[config.mk]
export PLATFORM = sky130hd
export DESIGN_NAME = txring_dma
export DESIGN_NICKNAME = d
export VERILOG_FILES = /design/src/rtl/txr_pkg.sv /design/src/rtl/txr_slot_regs.sv /design/src/rtl/txr_fsm.sv /design/src/rtl/txring_dma.sv
export SDC_FILE = /design/constraint.sdc
export NUM_CORES = 1
export LEC_CHECK = 0
export BUFFER_PORTS_ARGS = -buffer_cell sky130_fd_sc_hd__buf_2
export CORE_MARGIN = 4
export CORE_UTILIZATION = 61
export DETAILED_ROUTE_END_ITERATION = 10
export GPL_ROUTABILITY_DRIVEN = 1
export PLACE_DENSITY = 0.87
export SYNTH_ARGS = -nofsm -noshare
export SYNTH_HDL_FRONTEND = slang
export SYNTH_HIERARCHICAL = 1
export SYNTH_SLANG_ARGS = --single-unit
[constraint.sdc]
create_clock -name clk -period 3.7 [get_ports clk]
set_input_delay 0.185 -clock clk [delete_from_list [all_inputs] [get_ports clk]]
set_output_delay 0.185 -clock clk [all_outputs]
set_load 0.005 [all_outputs]
[src/rtl/txr_pkg.sv]
package txr_pkg;

    typedef enum logic [2:0] {
        S_IDLE,
        S_FETCH,
        S_LOAD,
        S_SEND,
        S_FINISH
    } txr_state_e;

    localparam logic [1:0] FLD_PTR  = 2'd0;
    localparam logic [1:0] FLD_CNT  = 2'd1;
    localparam logic [1:0] FLD_STAT = 2'd2;

    localparam int BIT_EN = 30;
    localparam int BIT_DN = 31;

    localparam int STAT_OK      = 0;
    localparam int STAT_EMPTY   = 1;
    localparam int STAT_CNT_LSB = 16;

endpackage

[src/rtl/txr_slot_regs.sv]
module txr_slot_regs
    import txr_pkg::*;
#(
    parameter int SLOTS = 4,
    parameter int AW    = 24,
    parameter int LW    = 16,
    parameter int SW    = $clog2(SLOTS)
) (
    input  logic              clk,
    input  logic              rst_n,
    input  logic              sw_we,
    input  logic [SW-1:0]     sw_slot,
    input  logic [1:0]        sw_field,
    input  logic [31:0]       sw_wdata,
    output logic [31:0]       rd_data,
    input  logic [SW-1:0]     cur_slot,
    input  logic              addr_inc,
    input  logic              eng_done,
    input  logic [LW-1:0]     eng_count,
    output logic [SLOTS-1:0]  slot_en,
    output logic [SLOTS-1:0]  slot_dn,
    output logic [AW-1:0]     cur_addr,
    output logic [LW-1:0]     cur_len
);

    logic [SLOTS-1:0][AW-1:0] addr_all;
    logic [SLOTS-1:0][LW-1:0] len_all;
    logic [SLOTS-1:0][LW-1:0] scnt_all;
    logic [SLOTS-1:0]         sok_all;
    logic [SLOTS-1:0]         semp_all;

    logic unused_wbits;
    assign unused_wbits = ^sw_wdata[29:AW];

    for (genvar g = 0; g < SLOTS; g++) begin : g_slot
        logic [AW-1:0] a_q;
        logic [LW-1:0] l_q;
        logic [LW-1:0] c_q;
        logic          en_q, dn_q, ok_q, emp_q;
        logic          eng_sel, sw_sel;

        assign eng_sel = (cur_slot == SW'(g));
        assign sw_sel  = sw_we && (sw_slot == SW'(g)) && !en_q;

        always_ff @(posedge clk) begin
            if (!rst_n) begin
                a_q   <= '0;
                l_q   <= '0;
                c_q   <= '0;
                en_q  <= 1'b0;
                dn_q  <= 1'b0;
                ok_q  <= 1'b0;
                emp_q <= 1'b0;
            end else begin
                if (eng_sel && addr_inc) begin
                    a_q <= a_q + 1'b1;
                end
                if (eng_sel && eng_done) begin
                    en_q  <= 1'b0;
                    dn_q  <= 1'b1;
                    ok_q  <= (eng_count != '0);
                    emp_q <= (eng_count == '0);
                    c_q   <= eng_count;
                end
                if (sw_sel) begin
                    unique case (sw_field)
                        FLD_PTR: begin
                            a_q  <= sw_wdata[AW-1:0];
                            en_q <= sw_wdata[BIT_EN];
                            if (!sw_wdata[BIT_DN]) begin
                                dn_q <= 1'b0;
                            end
                        end
                        FLD_CNT: begin
                            l_q <= sw_wdata[LW-1:0];
                        end
                        FLD_STAT: begin
                            ok_q  <= sw_wdata[STAT_OK];
                            emp_q <= sw_wdata[STAT_EMPTY];
                            c_q   <= sw_wdata[STAT_CNT_LSB +: LW];
                        end
                        default: ;
                    endcase
                end
            end
        end

        assign addr_all[g] = a_q;
        assign len_all[g]  = l_q;
        assign scnt_all[g] = c_q;
        assign sok_all[g]  = ok_q;
        assign semp_all[g] = emp_q;
        assign slot_en[g]  = en_q;
        assign slot_dn[g]  = dn_q;
    end

    assign cur_addr = addr_all[cur_slot];
    assign cur_len  = len_all[cur_slot];

    always_comb begin
        rd_data = '0;
        unique case (sw_field)
            FLD_PTR: begin
                rd_data[AW-1:0] = addr_all[sw_slot];
                rd_data[BIT_EN] = slot_en[sw_slot];
                rd_data[BIT_DN] = slot_dn[sw_slot];
            end
            FLD_CNT: begin
                rd_data[LW-1:0] = len_all[sw_slot];
            end
            FLD_STAT: begin
                rd_data[STAT_OK]               = sok_all[sw_slot];
                rd_data[STAT_EMPTY]            = semp_all[sw_slot];
                rd_data[STAT_CNT_LSB +: LW]    = scnt_all[sw_slot];
            end
            default: ;
        endcase
    end

endmodule

[src/rtl/txr_fsm.sv]
module txr_fsm
    import txr_pkg::*;
#(
    parameter int SLOTS = 4,
    parameter int LW    = 16,
    parameter int SW    = $clog2(SLOTS)
) (
    input  logic              clk,
    input  logic              rst_n,
    input  logic [SLOTS-1:0]  slot_en,
    input  logic [LW-1:0]     cur_len,
    input  logic [7:0]        mem_rdata,
    input  logic              tx_ready,
    output txr_state_e        state,
    output logic [SW-1:0]     cur_slot,
    output logic              addr_inc,
    output logic              eng_done,
    output logic [LW-1:0]     eng_count,
    output logic              mem_req,
    output logic              tx_valid,
    output logic [7:0]        tx_data,
    output logic              tx_last
);

    txr_state_e    nxt;
    logic [SW-1:0] ptr_q;
    logic [LW-1:0] sent_q;
    logic [7:0]    byte_q;
    logic          is_last;

    assign is_last = ({1'b0, sent_q} + 1'b1) == {1'b0, cur_len};

    // state register
    always_ff @(posedge clk) begin
        if (!rst_n) begin
            state <= S_IDLE;
        end else begin
            state <= nxt;
        end
    end

    // transitions
    always_comb begin
        nxt = state;
        unique case (state)
            S_IDLE: begin
                if (slot_en[ptr_q]) begin
                    nxt = (cur_len == '0) ? S_FINISH : S_FETCH;
                end
            end
            S_FETCH:  nxt = S_LOAD;
            S_LOAD:   nxt = S_SEND;
            S_SEND: begin
                if (tx_ready) begin
                    nxt = is_last ? S_FINISH : S_FETCH;
                end
            end
            S_FINISH: nxt = S_IDLE;
            default:  nxt = S_IDLE;
        endcase
    end

    // outputs
    always_comb begin
        mem_req  = 1'b0;
        addr_inc = 1'b0;
        tx_valid = 1'b0;
        tx_last  = 1'b0;
        eng_done = 1'b0;
        unique case (state)
            S_IDLE:   ;
            S_FETCH: begin
                mem_req  = 1'b1;
                addr_inc = 1'b1;
            end
            S_LOAD:   ;
            S_SEND: begin
                tx_valid = 1'b1;
                tx_last  = is_last;
            end
            S_FINISH: eng_done = 1'b1;
            default:  ;
        endcase
    end

    // datapath
    always_ff @(posedge clk) begin
        if (!rst_n) begin
            ptr_q  <= '0;
            sent_q <= '0;
            byte_q <= '0;
        end else begin
            if (state == S_IDLE) begin
                sent_q <= '0;
            end else if (state == S_SEND && tx_ready) begin
                sent_q <= sent_q + 1'b1;
            end
            if (state == S_LOAD) begin
                byte_q <= mem_rdata;
            end
            if (state == S_FINISH) begin
                ptr_q <= (ptr_q == SW'(SLOTS - 1)) ? '0 : ptr_q + 1'b1;
            end
        end
    end

    assign cur_slot  = ptr_q;
    assign eng_count = sent_q;
    assign tx_data   = byte_q;

endmodule

[src/rtl/txring_dma.sv]
module txring_dma
    import txr_pkg::*;
#(
    parameter int SLOTS = 4,
    parameter int AW    = 24,
    parameter int LW    = 16
) (
    input  logic                       clk,
    input  logic                       rst_n,
    input  logic                       reg_we,
    input  logic [$clog2(SLOTS)-1:0]   reg_slot,
    input  logic [1:0]                 reg_field,
    input  logic [31:0]                reg_wdata,
    output logic [31:0]                reg_rdata,
    output logic                       mem_req,
    output logic [AW-1:0]              mem_addr,
    input  logic [7:0]                 mem_rdata,
    output logic                       tx_valid,
    input  logic                       tx_ready,
    output logic [7:0]                 tx_data,
    output logic                       tx_last,
    output logic                       irq
);

    localparam int SW = $clog2(SLOTS);

    txr_state_e     state;
    logic [SW-1:0]  cur_slot;
    logic           addr_inc;
    logic           eng_done;
    logic [LW-1:0]  eng_count;
    logic [SLOTS-1:0] slot_en;
    logic [SLOTS-1:0] slot_dn;
    logic [AW-1:0]  cur_addr;
    logic [LW-1:0]  cur_len;

    txr_slot_regs #(.SLOTS(SLOTS), .AW(AW), .LW(LW), .SW(SW)) u_regs (
        .clk       (clk),
        .rst_n     (rst_n),
        .sw_we     (reg_we),
        .sw_slot   (reg_slot),
        .sw_field  (reg_field),
        .sw_wdata  (reg_wdata),
        .rd_data   (reg_rdata),
        .cur_slot  (cur_slot),
        .addr_inc  (addr_inc),
        .eng_done  (eng_done),
        .eng_count (eng_count),
        .slot_en   (slot_en),
        .slot_dn   (slot_dn),
        .cur_addr  (cur_addr),
        .cur_len   (cur_len)
    );

    txr_fsm #(.SLOTS(SLOTS), .LW(LW), .SW(SW)) u_fsm (
        .clk       (clk),
        .rst_n     (rst_n),
        .slot_en   (slot_en),
        .cur_len   (cur_len),
        .mem_rdata (mem_rdata),
        .tx_ready  (tx_ready),
        .state     (state),
        .cur_slot  (cur_slot),
        .addr_inc  (addr_inc),
        .eng_done  (eng_done),
        .eng_count (eng_count),
        .mem_req   (mem_req),
        .tx_valid  (tx_valid),
        .tx_data   (tx_data),
        .tx_last   (tx_last)
    );

    assign mem_addr = cur_addr;
    assign irq      = |slot_dn;

endmodule

=== Word level (Yosys, flattened, before mapping) ===
Cells that the tools add are included.
Widths: inputs -> output; s select.

* Add/sub/neg operators: 7
* $lt $le $gt $ge: 2
* Equal/unequal tests: 15
* Mux-type cells: 111
* Bitwise logic cells: 1
* Reductions and logical operators: 35

{| class="wikitable"
|+ Operators with widths
! cell !! number
|-
| $mux 24 || 14
|-
| $mux 16 || 15
|-
| $add 24x1->24 const B || 4
|-
| $bmux 16 s2 || 3
|-
| $bmux 24 s2 || 2
|-
| $mux 1 || 61
|-
| $logic_not 16->1 || 2
|-
| $pmux 14 s2 || 1
|-
| $add 16x1->17 const B || 1
|-
| $eq 17x16->1 || 1
|-
| $logic_and 1x1->1 || 17
|-
| $add 16x1->16 const B || 1
|-
| $pmux 8 s2 || 1
|-
| $reduce_bool 16->1 || 1
|-
| $mux 3 || 4
|-
| $pmux 3 s4 || 1
|-
| $bmux 1 s2 || 5
|-
| $eq 2x2->1 const B || 5
|-
| $reduce_and 2->1 || 5
|-
| $eq 2x1->1 const B || 3
|-
| $eq 3x2->1 const B || 2
|-
| $logic_not 2->1 || 3
|-
| $lt 2x3->1 const B || 2
|-
| $mux 6 || 1
|-
| other kinds (13) || 16
|}

* Register bits: 269
* Input port bits: 48
* Word-level logic and storage cells: 203

=== Longest topological paths before layout ===
Gate-level depths: netlist of the first run.

* Depth in word-level cells: 7
* Mapped depth: 11
* Mapped depth without buffers: 8

=== Modules after synthesis ===
The synthesis of the first run kept the hierarchy.

{| class="wikitable"
|+ By module, submodules not included
! module !! instances !! cells an instance !! area each (um2)
|-
| txr_slot_regs || 1 || 1,536 || 14,004.7
|-
| txr_fsm || 1 || 222 || 1,865.5
|-
| txring_dma || 1 || 1 || 7.5
|}

=== Least setup slack after synthesis of the first run ===
No wires, ideal clock.

* Path type: register to output
* Start point: register u_fsm.ptr_q[0], in the netlist u_fsm/cur_slot[0]
* End point: output port tx_last
* Data arrival time: 2,888 ps
* Required time: 3,515 ps
* Path slack: 627 ps
* Stages on the path, launching flop included: 12
* Cell sequence: dfxtp_1 -> buf_2 -> buf_2 -> buf_2 -> mux4_2 -> xnor2_1 -> or3_1 -> a32oi_1 -> a21oi_1 -> nor4_1 -> nand2_1 -> nor3_1

* Word-level cells in the longest chain between the ends: 4

{| class="wikitable"
|+ RTL lines
! what !! line !! text
|-
| from (decl) || txr_fsm.sv:26 || <nowiki>logic [SW-1:0] ptr_q;</nowiki>
|-
| from (signal assigned) || txr_fsm.sv:102 || <nowiki>ptr_q <= (ptr_q == SW'(SLOTS - 1)) ? '0 : ptr_q + 1'b1;</nowiki>
|-
| $bmux 16 s2 || txr_slot_regs.sv:98 || <nowiki>assign cur_len = len_all[cur_slot];</nowiki>
|-
| $mux 16 (implied by the code) || txr_slot_regs.sv:98 ||
|-
| via cur_len[7] || txring_dma.sv:35 || <nowiki>logic [LW-1:0] cur_len;</nowiki>
|-
| $eq 17x16->1 || txr_fsm.sv:31 || <nowiki>assign is_last = ({1'b0, sent_q} + 1'b1) == {1'b0, cur_len};</nowiki>
|-
| $mux 1 || txr_fsm.sv:70 || <nowiki>unique case (state)</nowiki>
|-
| to (decl) || txring_dma.sv:21 || <nowiki>output logic tx_last,</nowiki>
|}

The timed path passes the listed nets, and every way through them passes these cells. The select of a mux whose other input is x is not followed.

=== Final worst setup path of the first run ===
Ends and elaborated chain as after synthesis.

==> results.json, run 1 <==
{
  "status": "finished, final reports clean",
  "holdCritStartpoint": "tx_ready",
  "ys_types": 71,
  "antenna_cells": 0,
  "grt_pass1_wl_um": 80000,
  "ant_nets": 0,
  "use_met2_pct": 54.4,
  "syn_area_per_cell_sq_um": 9.03,
  "wl_um": 51300,
  "cp_top_family": "simple AND/OR/NAND/NOR gates",
  "yosysMostFrequentCell": "dfxtp_1",
  "dr.pass1.iters": 6,
  "period_minus_slack_ns": 3.40,
  "crit_start": "u_fsm/cur_slot[0]",
  "boundaryPins": 116,
  "slew_headroom_pct": 9.03,
  "synth_flop_cell": "dfxtp_1",
  "utilization_pct": 69.5,
  "critPathRequiredTime_ns": 3.51,
  "reg2regPathDepth": 6,
  "grt.busiest_layer": "met2",
  "worst_setup_path_start_kind": "flip-flop",
  "ir_drop_mv": 0.382,
  "cts.sinks": 269,
  "start_util_pct": 62.5,
  "worstHoldPathType": "in2reg",
  "grt_pass1_vias": 14600,
  "slew_violations": 0,
  "ys_ff_latch": 269,
  "path_max_fanout": 14,
  "synthArstFlopShare_pct": 0,
  "path_cells": "mux4_2 > xnor2_1 > or3_1 > a32oi_1 > a21oi_1 > nor4_1 > nand2_1 > nor3_1 > buf_2",
  "tns_ns": 0,
  "critPathKind": "reg2out",
  "drc": 0,
  "fill_cells": 1921,
  "rsz0062_at_grt": "no",
  "r2r_slack_ns": 0.85,
  "hold_viol_final": 0,
  "setup_viol": 0,
  "num_rows": 58,
  "clock_skew_ns": 0.0156,
  "endpoint_kind": "output pin",
  "use_met3_pct": 7.27,
  "numCtsBuffers": 28,
  "final_layout_size_suffix_gt1_share_pct": 17.6,
  "vias_per_cell": 7.10,
  "grt_max_degree": 95,
  "drtIter0Drc": 2085,
  "cts.htree.levels": 1,
  "vias": 15300,
  "use_met1_pct": 46.1,
  "fmax_mhz": 294,
  "crit_arrival_ns": 3.21,
  "gp_congestion": 0.951,
  "synthCells": 1759,
  "crit_slowest_cell": "mux4_2",
  "synth-seq-area-share_pct": 33.9,
  "wl_per_cell_um": 23.9,
  "synth_area_leaders": "dfxtp_1 (34%), mux4_2 (14%), mux2i_1 (6.8%), nand2_1 (4.8%), a211oi_1 (4.6%)",
  "layout_worst_path_cycle_share_pct": 91.9,
  "power.density_nw_per_um2": 365,
  "syn-cell-area_sq_um": 15900,
  "tightest_slew_ns": 1.35,
  "syn2layout_area_growth_pct": 11.2,
  "portBuffers": 115,
  "die_w_um": 169,
  "grt.total_usage_pct": 34.6,
  "grt_antenna_before_repair": 0,
  "synth_top_area_share_pct": 33.9,
  "path_buf_inv": 1,
  "clk_latency_ns": 0.56,
  "path_clk_slew_ns": 0.06,
  "design_area_sq_um": 17700,
  "placed_cell_area_sq_um": 16400,
  "whs_ns": 0.0178,
  "die_h_um": 169,
  "die_area_sq_um": 28700,
  "synth_common_cells": "dfxtp_1 (269), nand2_1 (201), nor2_1 (163)",
  "nNetsFinal": 1856,
  "cts_tree": "yes",
  "overflow": 0,
  "clockBufferDepth": 3,
  "core_area_sq_um": 25400,
  "ys.warnings.count": 6,
  "whs_path_depth": 3,
  "synth-edff-count": 0,
  "synth_fp_nets": 1814,
  "r2r_start": "u_fsm/cur_slot[0]",
  "cpPeakStageDelay_ns": 0.58,
  "dpl.hpwl_um": 33400,
  "path_depth": 9,
  "p_leak_uw": 0.00624,
  "cap_violations": 0,
  "yosysTopAreaCell": "dfxtp_1",
  "ctsRootBufferMaster": "clkbuf_16"
}
## placed cells by master (no fill, tap or decap), types with 26 or more instances in the layout
cell and n:
a211oi_1 98, a21oi_1 94, a31oi_1 35, buf_2 114
buf_4 32, clkbuf_16 29, dfxtp_1 267, dlygate4sd3_1 26
mux2i_1 108, mux4_2 99, nand2_1 201, nand3_1 36
nand4_1 37, nor2_1 163, nor3_1 32, nor4_1 31
o21ai_0 91, xnor2_1 55
## report_power, final
group          switching (uW)  internal (uW)  leakage, uW
Combinational             301            193      0.00358
Clock                    1170           1770     0.000483
Sequential               62.3           2950      0.00218
## logic make-up (layout without fill, tap and decap cells)
group	after synthesis	after routing	synth area share, %
buffers and inverters	181	241	4.92
AND/OR/NAND/NOR	642	642	20.3
adder cells (fa/ha/maj)	7	7	0.552
XOR/XNOR	78	78	4.30
multiplexers	209	209	21.2
flip-flops	269	269	33.9
AO/OA/AOI/OAI	373	373	14.8
## metal layers
| metal | vias up | share of wire [%] | wire length (um) |
|---|---|---|---|
| li1 | 6634 | - | - |
| met1 | 7245 | 37 | 18800 |
| met2 | 1175 | 45 | 23400 |
| met3 | 210 | 13 | 6550 |
| met4 | 0 | 5.1 | 2610 |
| met5 | - | 0 | 0 |
## worst register-to-register path: cells and delay by family (launching register included)
family / cells / cell delay [ns]
AOI/OAI and AO/OA: 1 / 0.16
buffers and inverters: 2 / 0.60
DFF: 1 / 0.53
and+or+nand+nor: 3 / 1.50
## through the flow
step / worst slack (ns) / total power [uW] / instances
floorplan: 0.627 / 3350 / 1759
global placement: 0.729 / 3510 / 2074
detailed placement: 0.757 / 3520 / 2074
CTS: 0.174 / 6440 / 2148
global route: 0.103 / 6620 / 2149
finish: 0.300 / 6450 / 2149
## sequential cells by signal (all words and copies together) (netlist names)
register	flops
u_regs/g_slot.ok_q	4
u_regs/g_slot.a_q	96
u_regs/g_slot.en_q	4
u_fsm/tx_data	8
u_fsm/eng_count	16
u_regs/g_slot.dn_q	4
u_regs/g_slot.l_q	64
u_regs/g_slot.emp_q	4
u_fsm/cur_slot	2
u_fsm/state	3
u_regs/g_slot.c_q	64
## cell type report
cell class	count	area (sq um)	share of cell area [%]
multi-input cells	1309	9720	55.1
flip-flops and latches	269	5390	30.6
repair buffers	173	1080	6.13
clock buffers	42	885	5.01
well taps	330	413	2.34
clock inverters	6	80.1	0.454
inverters	20	77.6	0.439
## worst paths after layout
kind / endpoint
worst min register to register: u_regs/g_slot[3].l_q[7]
worst max-delay path: tx_last
worst max register to register: u_regs/g_slot[3].a_q[19]
worst min-delay path: u_fsm/state[1]
## repair_timing
action,4_1_cts,5_1_grt
buffers inserted,0,1
resized for setup,0,1
endpoints found under the hold margin,72,0
setup endpoints to repair,0,1
hold buffers,26,0
(Power assumes the default switching activity.)
==> run 2, diff against run 1 <==
--- a/config.mk
+++ b/config.mk
@@ -13,5 +13,4 @@
 export PLACE_DENSITY = 0.87
 export SYNTH_ARGS = -nofsm -noshare
 export SYNTH_HDL_FRONTEND = slang
-export SYNTH_HIERARCHICAL = 1
 export SYNTH_SLANG_ARGS = --single-unit
==> run 2 against run 1 <==
Compared with the run above:
- maximum frequency down 3.4%
- combinational power shrank 1%
- clock-buffer cell count decreased by 5
- final area decreased by 1.4%
- clock skew grew 0.0029 ns
- utilization increased by 1.7 points
- die area is 3.5% lower
- critical endpoint unchanged
==> results.json, run 2 <==
{
  "status": "finished, final reports clean",
  "layout_commonest_cell": "nand2_1",
  "r2r_start": "u_fsm.cur_slot[0]",
  "grt_antenna_before_repair": 0,
  "synth-edff-count": 0,
  "ant_nets": 0,
  "crit_slowest_cell": "mux4_2",
  "clock_skew_ns": 0.0186,
  "synth_fp_nets": 1833,
  "nNetsFinal": 1898,
  "utilization_pct": 71.2,
  "reg2regPathDepth": 12,
  "cts.sinks": 269,
  "path_clk_slew_ns": 0.07,
  "fmax_mhz": 284,
  "holdPathEnd": "u_regs.g_slot[0].c_q[14]",
  "die_area_sq_um": 27700,
  "p_switching_uw": 1610,
  "setup_viol": 0,
  "die_h_um": 166,
  "p_leak_uw": 0.00609,
  "yosysMostFrequentCell": "nand2_1",
  "drtIter0Drc": 2387,
  "fill_cells": 1735,
  "grt_max_degree": 103,
  "cpPeakStageDelay_ns": 0.55,
  "crit_arrival_ns": 3.33,
  "comb_power_share_pct": 7.3,
  "p_seq_share_pct": 45.0,
  "cp_top_family": "simple AND/OR/NAND/NOR gates",
  "cts_tree": "yes",
  "hold_viol_final": 0,
  "regMostFlops": "u_regs.g_slot.a_q",
  "syn_area_per_cell_sq_um": 8.61,
  "clockBufferDepth": 3,
  "period_minus_slack_ns": 3.52,
  "grt_pass1_wl_um": 78600,
  "rsz0062_at_grt": "no",
  "portBuffers": 115,
  "critPathKind": "reg2out",
  "switching_share_pct": 24.1,
  "worstHoldPathType": "in2reg",
  "layout_worst_path_cycle_share_pct": 95.1,
  "path_cells": "mux4_2 > or4_4 > or3_1 > a311o_1 > nor4_4 > and2_1 > buf_2",
  "drc": 0,
  "synth_common_cells": "nand2_1 (336), dfxtp_1 (269), nor2_1 (218)",
  "wl_um": 50200,
  "p_int_uw": 5070,
  "endpoint_kind": "output pin",
  "ys_types": 56,
  "dpl.hpwl_um": 32400,
  "overflow": 0,
  "slew_violations": 0,
  "fin_cells": 2187,
  "gp_congestion": 0.964,
  "place_inst": 2098,
  "power.share.clock_pct": 47.7,
  "start_util_pct": 62.5,
  "ctsRootBufferMaster": "clkbuf_16",
  "slew_headroom_pct": 28.6,
  "ys_ff_latch": 269,
  "final_cell_mix": "nand2_1 (336), dfxtp_1 (267), nor2_1 (218)",
  "synthArstFlopShare_pct": 0,
  "ir_drop_mv": 0.345,
  "antenna_cells": 0,
  "dr.pass1.iters": 7,
  "ys.warnings.count": 0,
  "num_rows": 57,
  "cap_violations": 0,
  "power.density_nw_per_um2": 384,
  "whs_path_depth": 3,
  "core_area_sq_um": 24500,
  "tightest_slew_ns": 1.07,
  "synthCells": 1775,
  "numCtsBuffers": 29,
  "synth_flop_cell": "dfxtp_1",
  "synth_area_leaders": "dfxtp_1 (35%), mux4_2 (14%), nand2_1 (8.2%), nor2_1 (5.4%), a311oi_1 (3.7%)",
  "synth-seq-area-share_pct": 35.2,
  "syn2layout_area_growth_pct": 13.9,
  "synth_top_area_share_pct": 35.2,
  "path_buf_inv": 1,
  "r2r_end": "u_regs.g_slot[2].a_q[23]",
  "vias_per_cell": 6.90,
  "cts.htree.levels": 1,
  "final_layout_size_suffix_gt1_share_pct": 17.6,
  "die_w_um": 166,
  "wl_per_cell_um": 23.0,
  "yosysTopAreaCell": "dfxtp_1",
  "biggestRegsByFlops": "u_regs.g_slot.a_q (96), u_regs.g_slot.c_q (64), u_regs.g_slot.l_q (64)",
  "grt.total_usage_pct": 34.8,
  "clk_latency_ns": 0.56,
  "largest_reg_flops": 96,
  "worst_setup_path_start_kind": "flip-flop",
  "holdCritStartpoint": "reg_wdata[30]",
  "tns_ns": 0,
  "boundaryPins": 116,
  "grt_pass1_vias": 14400,
  "critPathRequiredTime_ns": 3.51,
  "syn-cell-area_sq_um": 15300,
  "r2r_slack_ns": 0.26,
  "path_max_fanout": 6,
  "vias": 15100
}
## run 2: routing by layer
metal	global-route usage, %	part of all wire [%]	vias up
met5	0	0	-
met4	19.3	6.7	0
met3	6.78	12	296
met2	55.0	45	1190
met1	45.1	36	7094
li1	-	-	6507
## run 2: kinds of logic after synthesis
group                    share of synthesized area (%)
AND/OR/NAND/NOR                                   21.5
AO/OA/AOI/OAI                                     13.8
flip-flops                                        35.2
buffers and inverters                             4.40
multiplexers                                      17.6
XOR/XNOR                                          6.59
adder cells (fa/ha/maj)                          0.818
## run 2: power by group through the flow
stage	combinational [uW]	clock, uW	sequential [uW]
2_1_floorplan	297	0	3050
6_report	487	3190	3010
3_5_place_dp	440	0	3070
5_1_grt	514	3300	3010
4_1_cts	471	3180	3000
3_3_place_gp	429	0	3060
## run 2: layout make-up
class	instances	area (sq um)	area share (%)
Tap cell	324	405	2.33
Clock inverter	17	230	1.32
Sequential cell	269	5390	31.0
Timing Repair Buffer	195	1270	7.28
Multi-Input combinational cell	1333	9240	53.1
Inverter	12	50.0	0.287
Clock buffer	37	827	4.75
## run 2: worst register-to-register path: cells and delay by family (launching register included)
family | cells | cell delay, ns
adder cells (fa/ha/maj) | 1 | 0.22
buffers and inverters | 4 | 0.73
XOR/XNOR | 1 | 0.18
AND/OR/NAND/NOR | 5 | 1.71
flip-flops | 1 | 0.38
AO/OA/AOI/OAI | 1 | 0.08
## run 2: per-stage QoR
stage / area (sq um) / hold slack (ns) / worst slack, ns / power, uW
final: 17400 / 0.0160 / 0.182 / 6680
after floorplan: 15300 / 0.321 / 0.590 / 3340
after global routing: 17400 / 0.0248 / 0.0816 / 6830
after detailed placement: 16000 / 0.431 / 0.375 / 3510
after CTS: 17400 / 0.00159 / 0.0164 / 6650
after global placement: 16000 / 0.419 / 0.393 / 3490
## run 2: worst max-delay path by stage
stage                            start  slack [ns]  cells past startpoint                        to
global route        u_fsm.eng_count[0]        0.08                      9                   tx_last
finish               u_fsm.cur_slot[0]        0.18                      7                   tx_last
global placement     u_fsm.cur_slot[0]        0.39                      9                   tx_last
floorplan            u_fsm.cur_slot[0]        0.59                     13  u_regs.g_slot[2].a_q[21]
detailed placement   u_fsm.cur_slot[0]        0.37                      9                   tx_last
CTS                 u_fsm.eng_count[2]        0.02                      7                   tx_last
## run 2: what timing repair did
item | in CTS | in global routing
hold endpoints to repair | 79 | 0
setup endpoints to repair | 1 | 1
setup buffers | 4 | 2
hold buffers | 29 | 0
pin swaps | 0 | 2
gates resized for setup | 2 | 0
